===== config.mk =====
export PLATFORM = sky130hd
export DESIGN_NAME = irq_countdown_timer
export DESIGN_NICKNAME = d
export VERILOG_FILES = /design/src/rtl/irq_tmr_pkg.sv /design/src/rtl/irq_tmr_regs.sv /design/src/rtl/irq_tmr_counter.sv /design/src/rtl/irq_tmr_req.sv /design/src/rtl/irq_countdown_timer.sv
export SDC_FILE = /design/constraint.sdc
export NUM_CORES = 1
export LEC_CHECK = 0
export ABC_CLOCK_PERIOD_IN_PS = 2500
export BUFFER_PORTS_ARGS = -buffer_cell sky130_fd_sc_hd__buf_2
export CORE_MARGIN = 2
export CORE_UTILIZATION = 40
export CTS_CLUSTER_DIAMETER = 40
export DETAILED_ROUTE_END_ITERATION = 16
export GPL_ROUTABILITY_DRIVEN = 0
export GPL_TIMING_DRIVEN = 1
export MAX_ROUTING_LAYER = met4
export SLEW_MARGIN = 20
export SYNTH_ARGS = -nofsm -noshare
export SYNTH_HDL_FRONTEND = slang
export SYNTH_SLANG_ARGS = --single-unit
export TNS_END_PERCENT = 50

===== constraint.sdc =====
create_clock -name clk -period 2.5 [get_ports clk]
set_input_delay 0.125 -clock clk [delete_from_list [all_inputs] [get_ports clk]]
set_output_delay 0.125 -clock clk [all_outputs]
set_load 0.01 [all_outputs]

===== src/rtl/irq_tmr_pkg.sv =====
package irq_tmr_pkg;
   localparam int BUS_W  = 32;
   localparam int ADDR_W = 2;

   localparam logic [ADDR_W-1:0] A_ENTRY = 2'd0;
   localparam logic [ADDR_W-1:0] A_START = 2'd1;
   localparam logic [ADDR_W-1:0] A_LIVE  = 2'd2;

   typedef struct packed {
      logic       periodic;
      logic       mask;
      logic       trigger;
      logic       polarity;
      logic [2:0] mode;
      logic [7:0] vector;
   } lvt_t;

   localparam lvt_t LVT_RESET = '{periodic: 1'b0, mask: 1'b1, trigger: 1'b0,
                                  polarity: 1'b0, mode: 3'd0, vector: 8'd0};

   function automatic lvt_t lvt_unpack(input logic [BUS_W-1:0] w);
      lvt_t e;
      e.vector   = w[7:0];
      e.mode     = w[10:8];
      e.polarity = w[13];
      e.trigger  = w[15];
      e.mask     = w[16];
      e.periodic = w[17];
      return e;
   endfunction

   function automatic logic [BUS_W-1:0] lvt_pack(input lvt_t e);
      return {14'd0, e.periodic, e.mask, e.trigger, 1'b0, e.polarity,
              2'b00, e.mode, e.vector};
   endfunction
endpackage


===== src/rtl/irq_tmr_regs.sv =====
module irq_tmr_regs
   import irq_tmr_pkg::*;
#(
   parameter int CNT_W = 32
) (
   input  logic              clk,
   input  logic              rst_n,
   input  logic              wr_en,
   input  logic [ADDR_W-1:0] wr_addr,
   input  logic [BUS_W-1:0]  wr_data,
   output lvt_t              entry_q,
   output logic [CNT_W-1:0]  start_q,
   output logic              start_wr,
   output logic [CNT_W-1:0]  start_val
);
   logic entry_wr;

   assign entry_wr  = wr_en && (wr_addr == A_ENTRY);
   assign start_wr  = wr_en && (wr_addr == A_START);
   assign start_val = wr_data[CNT_W-1:0];

   always_ff @(posedge clk) begin
      if (!rst_n) begin
         entry_q <= LVT_RESET;
         start_q <= '0;
      end else begin
         if (entry_wr) entry_q <= lvt_unpack(wr_data);
         if (start_wr) start_q <= start_val;
      end
   end
endmodule


===== src/rtl/irq_tmr_counter.sv =====
module irq_tmr_counter #(
   parameter int CNT_W = 32
) (
   input  logic             clk,
   input  logic             rst_n,
   input  logic             tick,
   input  logic             load,
   input  logic [CNT_W-1:0] load_val,
   input  logic [CNT_W-1:0] reload_val,
   input  logic             periodic,
   output logic [CNT_W-1:0] cnt_q,
   output logic             run_q,
   output logic             expire
);
   localparam logic [CNT_W-1:0] ONE = CNT_W'(1);

   assign expire = run_q && tick && (cnt_q == ONE) && !load;

   always_ff @(posedge clk) begin
      if (!rst_n) begin
         cnt_q <= '0;
         run_q <= 1'b0;
      end else if (load) begin
         cnt_q <= load_val;
         run_q <= (load_val != '0);
      end else if (expire) begin
         if (periodic) begin
            cnt_q <= reload_val;
         end else begin
            cnt_q <= '0;
            run_q <= 1'b0;
         end
      end else if (run_q && tick) begin
         cnt_q <= cnt_q - ONE;
      end
   end
endmodule


===== src/rtl/irq_tmr_req.sv =====
module irq_tmr_req
   import irq_tmr_pkg::*;
(
   input  logic       clk,
   input  logic       rst_n,
   input  logic       expire,
   input  lvt_t       entry,
   output logic       irq_valid,
   output logic [7:0] irq_vector,
   output logic [2:0] irq_mode,
   output logic       irq_level
);
   logic fire;

   assign fire = expire && !entry.mask;

   always_ff @(posedge clk) begin
      if (!rst_n) begin
         irq_valid  <= 1'b0;
         irq_vector <= '0;
         irq_mode   <= '0;
         irq_level  <= 1'b0;
      end else begin
         irq_valid <= fire;
         if (fire) begin
            irq_vector <= entry.vector;
            irq_mode   <= entry.mode;
            irq_level  <= entry.trigger;
         end
      end
   end
endmodule


===== src/rtl/irq_countdown_timer.sv =====
module irq_countdown_timer
   import irq_tmr_pkg::*;
#(
   parameter int CNT_W = 32
) (
   input  logic              clk,
   input  logic              rst_n,
   input  logic              wr_en,
   input  logic [ADDR_W-1:0] wr_addr,
   input  logic [BUS_W-1:0]  wr_data,
   input  logic [ADDR_W-1:0] rd_addr,
   output logic [BUS_W-1:0]  rd_data,
   input  logic              tick,
   output logic              irq_valid,
   output logic [7:0]        irq_vector,
   output logic [2:0]        irq_mode,
   output logic              irq_level
);
   generate
      if (CNT_W < 1 || CNT_W > BUS_W) begin : g_bad_width
         $error("CNT_W must lie between 1 and the bus width");
      end
   endgenerate

   lvt_t             entry_q;
   logic [CNT_W-1:0] start_q;
   logic             start_wr;
   logic [CNT_W-1:0] start_val;
   logic [CNT_W-1:0] cnt_q;
   logic             run_q;
   logic             expire;
   logic             ent_mask;
   logic             ent_periodic;
   logic [BUS_W-1:0] cnt_ext;
   logic [BUS_W-1:0] start_ext;

   assign ent_mask     = entry_q.mask;
   assign ent_periodic = entry_q.periodic;

   irq_tmr_regs #(.CNT_W(CNT_W)) u_regs (
      .clk       (clk),
      .rst_n     (rst_n),
      .wr_en     (wr_en),
      .wr_addr   (wr_addr),
      .wr_data   (wr_data),
      .entry_q   (entry_q),
      .start_q   (start_q),
      .start_wr  (start_wr),
      .start_val (start_val)
   );

   irq_tmr_counter #(.CNT_W(CNT_W)) u_cnt (
      .clk        (clk),
      .rst_n      (rst_n),
      .tick       (tick),
      .load       (start_wr),
      .load_val   (start_val),
      .reload_val (start_q),
      .periodic   (ent_periodic),
      .cnt_q      (cnt_q),
      .run_q      (run_q),
      .expire     (expire)
   );

   irq_tmr_req u_req (
      .clk        (clk),
      .rst_n      (rst_n),
      .expire     (expire),
      .entry      (entry_q),
      .irq_valid  (irq_valid),
      .irq_vector (irq_vector),
      .irq_mode   (irq_mode),
      .irq_level  (irq_level)
   );

   generate
      if (CNT_W == BUS_W) begin : g_full
         assign cnt_ext   = cnt_q;
         assign start_ext = start_q;
      end else begin : g_narrow
         assign cnt_ext   = {{(BUS_W-CNT_W){1'b0}}, cnt_q};
         assign start_ext = {{(BUS_W-CNT_W){1'b0}}, start_q};
      end
   endgenerate

   always_comb begin
      case (rd_addr)
         A_ENTRY: rd_data = lvt_pack(entry_q);
         A_START: rd_data = start_ext;
         A_LIVE:  rd_data = cnt_ext;
         default: rd_data = '0;
      endcase
   end
endmodule


==> flow_summary_export.csv <==
group,metric,value,unit
status,result_of_the_run,"complete, no violations",
floorplan,core.rowCount,42,
final_layout,finalCoreUtilization,48.3,%
timing,clock-skew-final,0.0127,ns
place,preCtsSetupSlack,0.137,ns
global_route,antenna_found_initial,0,
yosys,count_of_flip_flops_with_a_built_in_enable_after_synthesis,0,
worst_setup_path,path_class,"reg2reg",
final_layout,seqCellArea,1860,um^2
final_layout,final_layout_size_suffix_gt1_share,21.0,%
detailed_routing,avgRoutedWirePerCell,18.8,um
detailed_routing,firstDrtPassIters,5,
clocking,worst_setup_hold_path_clk_slew,0.07,ns
global_route,grt_pass1_vias,5283,
power_and_ir_drop,pwr_density_cell,620,nW/um^2
detailed_routing,routed_via_density,5.87,
power_and_ir_drop,report.power.total,3.92,mW
power_and_ir_drop,worst_ir_drop_vdd,0.000331,V
clocking,worst_skew_pair.late_latency,0.36,ns
yosys,asyncSetResetFlopFracSynth,0,%
final_layout,multiInputGateArea,3220,um^2
global_route,grt_first_pass_wirelength,28500,um
clocking,max-clock-path-buffers,2,
yosys,synthFlopType,"sky130_fd_sc_hd__dfxtp_1",
timing,fin_ws,0.128,ns
timing,setup_total_negative_slack,0,ns
clocking,clk_root_buffer_cell,"sky130_fd_sc_hd__clkbuf_16",
final_layout,area_growth,19.3,%
worst_setup_path,crit_path_max_fanout,16,
yosys,synth.yosys.warnings,0,
power_and_ir_drop,static-leakage-power,2.50,nW
yosys,synth_area,5300,um^2
final_layout,fin_nets,813,
final_layout,num_antenna_cells,0,
floorplan,floorplan.die.width,119,um
clocking,tritoncts_num_sinks,93,
run,max-cap-violations,0,
final_layout,final_design_area_no_fill,6320,um^2
global_route,grt-ovfl-total,0,
yosys,syn-num-nets,734,
timing,worst_slew_pin_slew,0.780,ns
worst_setup_path,worst-endpoint-required,2.78,ns
clocking,numCtsBuffers,9,
timing,timing.max_slew.rel_slack,48.0,%
final_layout,finalNonFillerCells,952,
final_layout,final_layout_fill_cell_count,1297,
floorplan,initial_utilization,40.5,%
timing,fmaxAchievable,422,MHz
detailed_routing,totalWireLength,17900,um
yosys,post_synth_num_cell_types,68,
clocking,cts_tree,"built",
place,io_buffer_count,84,
worst_setup_path,setup.worst_path.start_class,"flop",
global_route,grt_max_degree,67,
detailed_routing,final_antenna_net_count,0,
timing,period_minus_slack,2.37,ns
hold_path,hp-class,"in2reg",
clocking,h-tree-depth,3,
detailed_routing,detail_route.iter0.violations,576,
timing,worst_hold_slack,0.0419,ns
yosys,seq_area_frac_synth,35.2,%
global_route,grt_usage,26.4,%
timing,slew_violations,0,
timing,setup_viol_count_final,0,
place,placedCellCount,936,
floorplan,die-height,119,um
floorplan,core-area,13100,um^2
place,detailed_place.area,6010,um^2
place,total_half_perimeter_wirelength_after_legalization_and_detailed_placement,13200,um
yosys,ys_ff_latch,93,
yosys,postSynthCellCount,692,
timing,final-hold-violation-count,0,
worst_setup_path,cp-end-kind,"flop",
floorplan,io-pin-count,85,
detailed_routing,detail_route.drc_violations,0,
yosys,synthesis.area_per_instance,7.65,um^2
timing,final_min_period_over_clock_period,94.9,%
clocking,post_cts.repair.setup_buffers,0,
worst_setup_path,timing.critical_path.arrival,2.65,ns
detailed_routing,via_count,5588,
floorplan,design.die.area,14200,um^2
## synth_stat cells (8+ instances only)
cell type / instances / area [um^2]
sky130_fd_sc_hd__dfxtp_1: 93 / 1860
sky130_fd_sc_hd__nand2_1: 175 / 657
sky130_fd_sc_hd__o211ai_1: 8 / 60.1
sky130_fd_sc_hd__nor4_1: 16 / 100
sky130_fd_sc_hd__buf_2: 10 / 50.1
sky130_fd_sc_hd__a21oi_1: 16 / 80.1
sky130_fd_sc_hd__mux2i_1: 17 / 170
sky130_fd_sc_hd__nor2_1: 45 / 169
sky130_fd_sc_hd__nand4_1: 9 / 56.3
sky130_fd_sc_hd__o21ai_0: 42 / 210
sky130_fd_sc_hd__a21boi_0: 65 / 488
sky130_fd_sc_hd__a22o_1: 18 / 158
sky130_fd_sc_hd__nor3_1: 18 / 90.1
sky130_fd_sc_hd__buf_1: 8 / 30.0
sky130_fd_sc_hd__clkbuf_1: 34 / 128
sky130_fd_sc_hd__nand3_1: 13 / 65.1
## worst max-delay path: stages (launching register included)
cell	delay, ns
sky130_fd_sc_hd__dfxtp_1	0.38
sky130_fd_sc_hd__nor4_2	0.54
sky130_fd_sc_hd__nand3_2	0.31
sky130_fd_sc_hd__nor4_4	0.34
sky130_fd_sc_hd__buf_4	0.27
sky130_fd_sc_hd__o2bb2ai_1	0.17
sky130_fd_sc_hd__a21oi_1	0.07
sky130_fd_sc_hd__nor3_2	0.20
## registers in the layout, summed over array words and instances (netlist names)
signal            cells
u_req.irq_mode        3
u_req.irq_vector      8
u_regs.entry_q       15
u_req.irq_level       1
u_cnt.run_q           1
u_regs.start_q       32
u_cnt.cnt_q          32
u_req.irq_valid       1
## routing by layer
layer	wire length, um	global-route usage, %	up-vias
met1	7930	34.4	2652
met2	8100	40.1	255
li1	-	-	2641
met5	0	-	-
met3	1330	4.69	40
met4	563	11.6	0
## repair_timing
action | CTS | global route
hold buffers | 0 | 0
gates resized for setup | 0 | 4
endpoints found under the setup margin | 0 | 16
## final timing paths
path         slack, ns                   to  cells after the start                 from
max               0.13      u_cnt.cnt_q[26]                      7       u_cnt.cnt_q[9]
min               0.04   u_regs.entry_q[13]                      3          wr_data[16]
max reg2reg       0.13      u_cnt.cnt_q[26]                      7       u_cnt.cnt_q[9]
min reg2reg       0.46  u_req.irq_vector[1]                      2  u_req.irq_vector[1]
## area by class of cell
cell class | count | share of cell area (%)
Clock buffer | 10 | 3.62
Tap cell | 176 | 3.48
Multi-Input combinational cell | 541 | 51.0
Timing Repair Buffer | 121 | 11.0
Clock inverter | 6 | 1.13
Sequential cell | 93 | 29.5
Inverter | 5 | 0.297
## placed cells by master (no fill, tap or decap), drive strengths merged, types with 8 or more instances in the layout
| master | Yosys | layout |
|---|---|---|
| clkbuf | 34 | 10 |
| a21oi | 16 | 16 |
| a21boi | 65 | 65 |
| a22o | 18 | 18 |
| and2 | 8 | 8 |
| nand2 | 175 | 175 |
| nand3 | 14 | 14 |
| buf | 19 | 121 |
| dfxtp | 93 | 93 |
| nor4 | 23 | 23 |
| mux2i | 17 | 17 |
| o211ai | 8 | 8 |
| nand4 | 11 | 11 |
| nor2 | 45 | 45 |
| o21ai | 45 | 45 |
| nor3 | 21 | 21 |
## logic make-up (layout without fill, tap and decap cells)
group / count (synthesis) / after routing / share of synthesized area, %
AOI/OAI and AO/OA: 198 / 198 / 26.6
xor gates and xnor gates: 1 / 1 / 0.165
adders and majority gates: 2 / 2 / 0.472
buffers and inverters: 58 / 142 / 4.42
DFF: 93 / 93 / 35.2
muxes: 18 / 18 / 3.43
and+or+nand+nor: 322 / 322 / 29.8
## where the power goes
group          internal [mW]  leakage, nW  switching, mW
sequential              1.55        0.757          0.111
clock                  0.783        0.139          0.625
combinational          0.340         1.60          0.503
total                   2.68         2.50           1.24
Note: power is estimated with default switching activity, not from simulation.
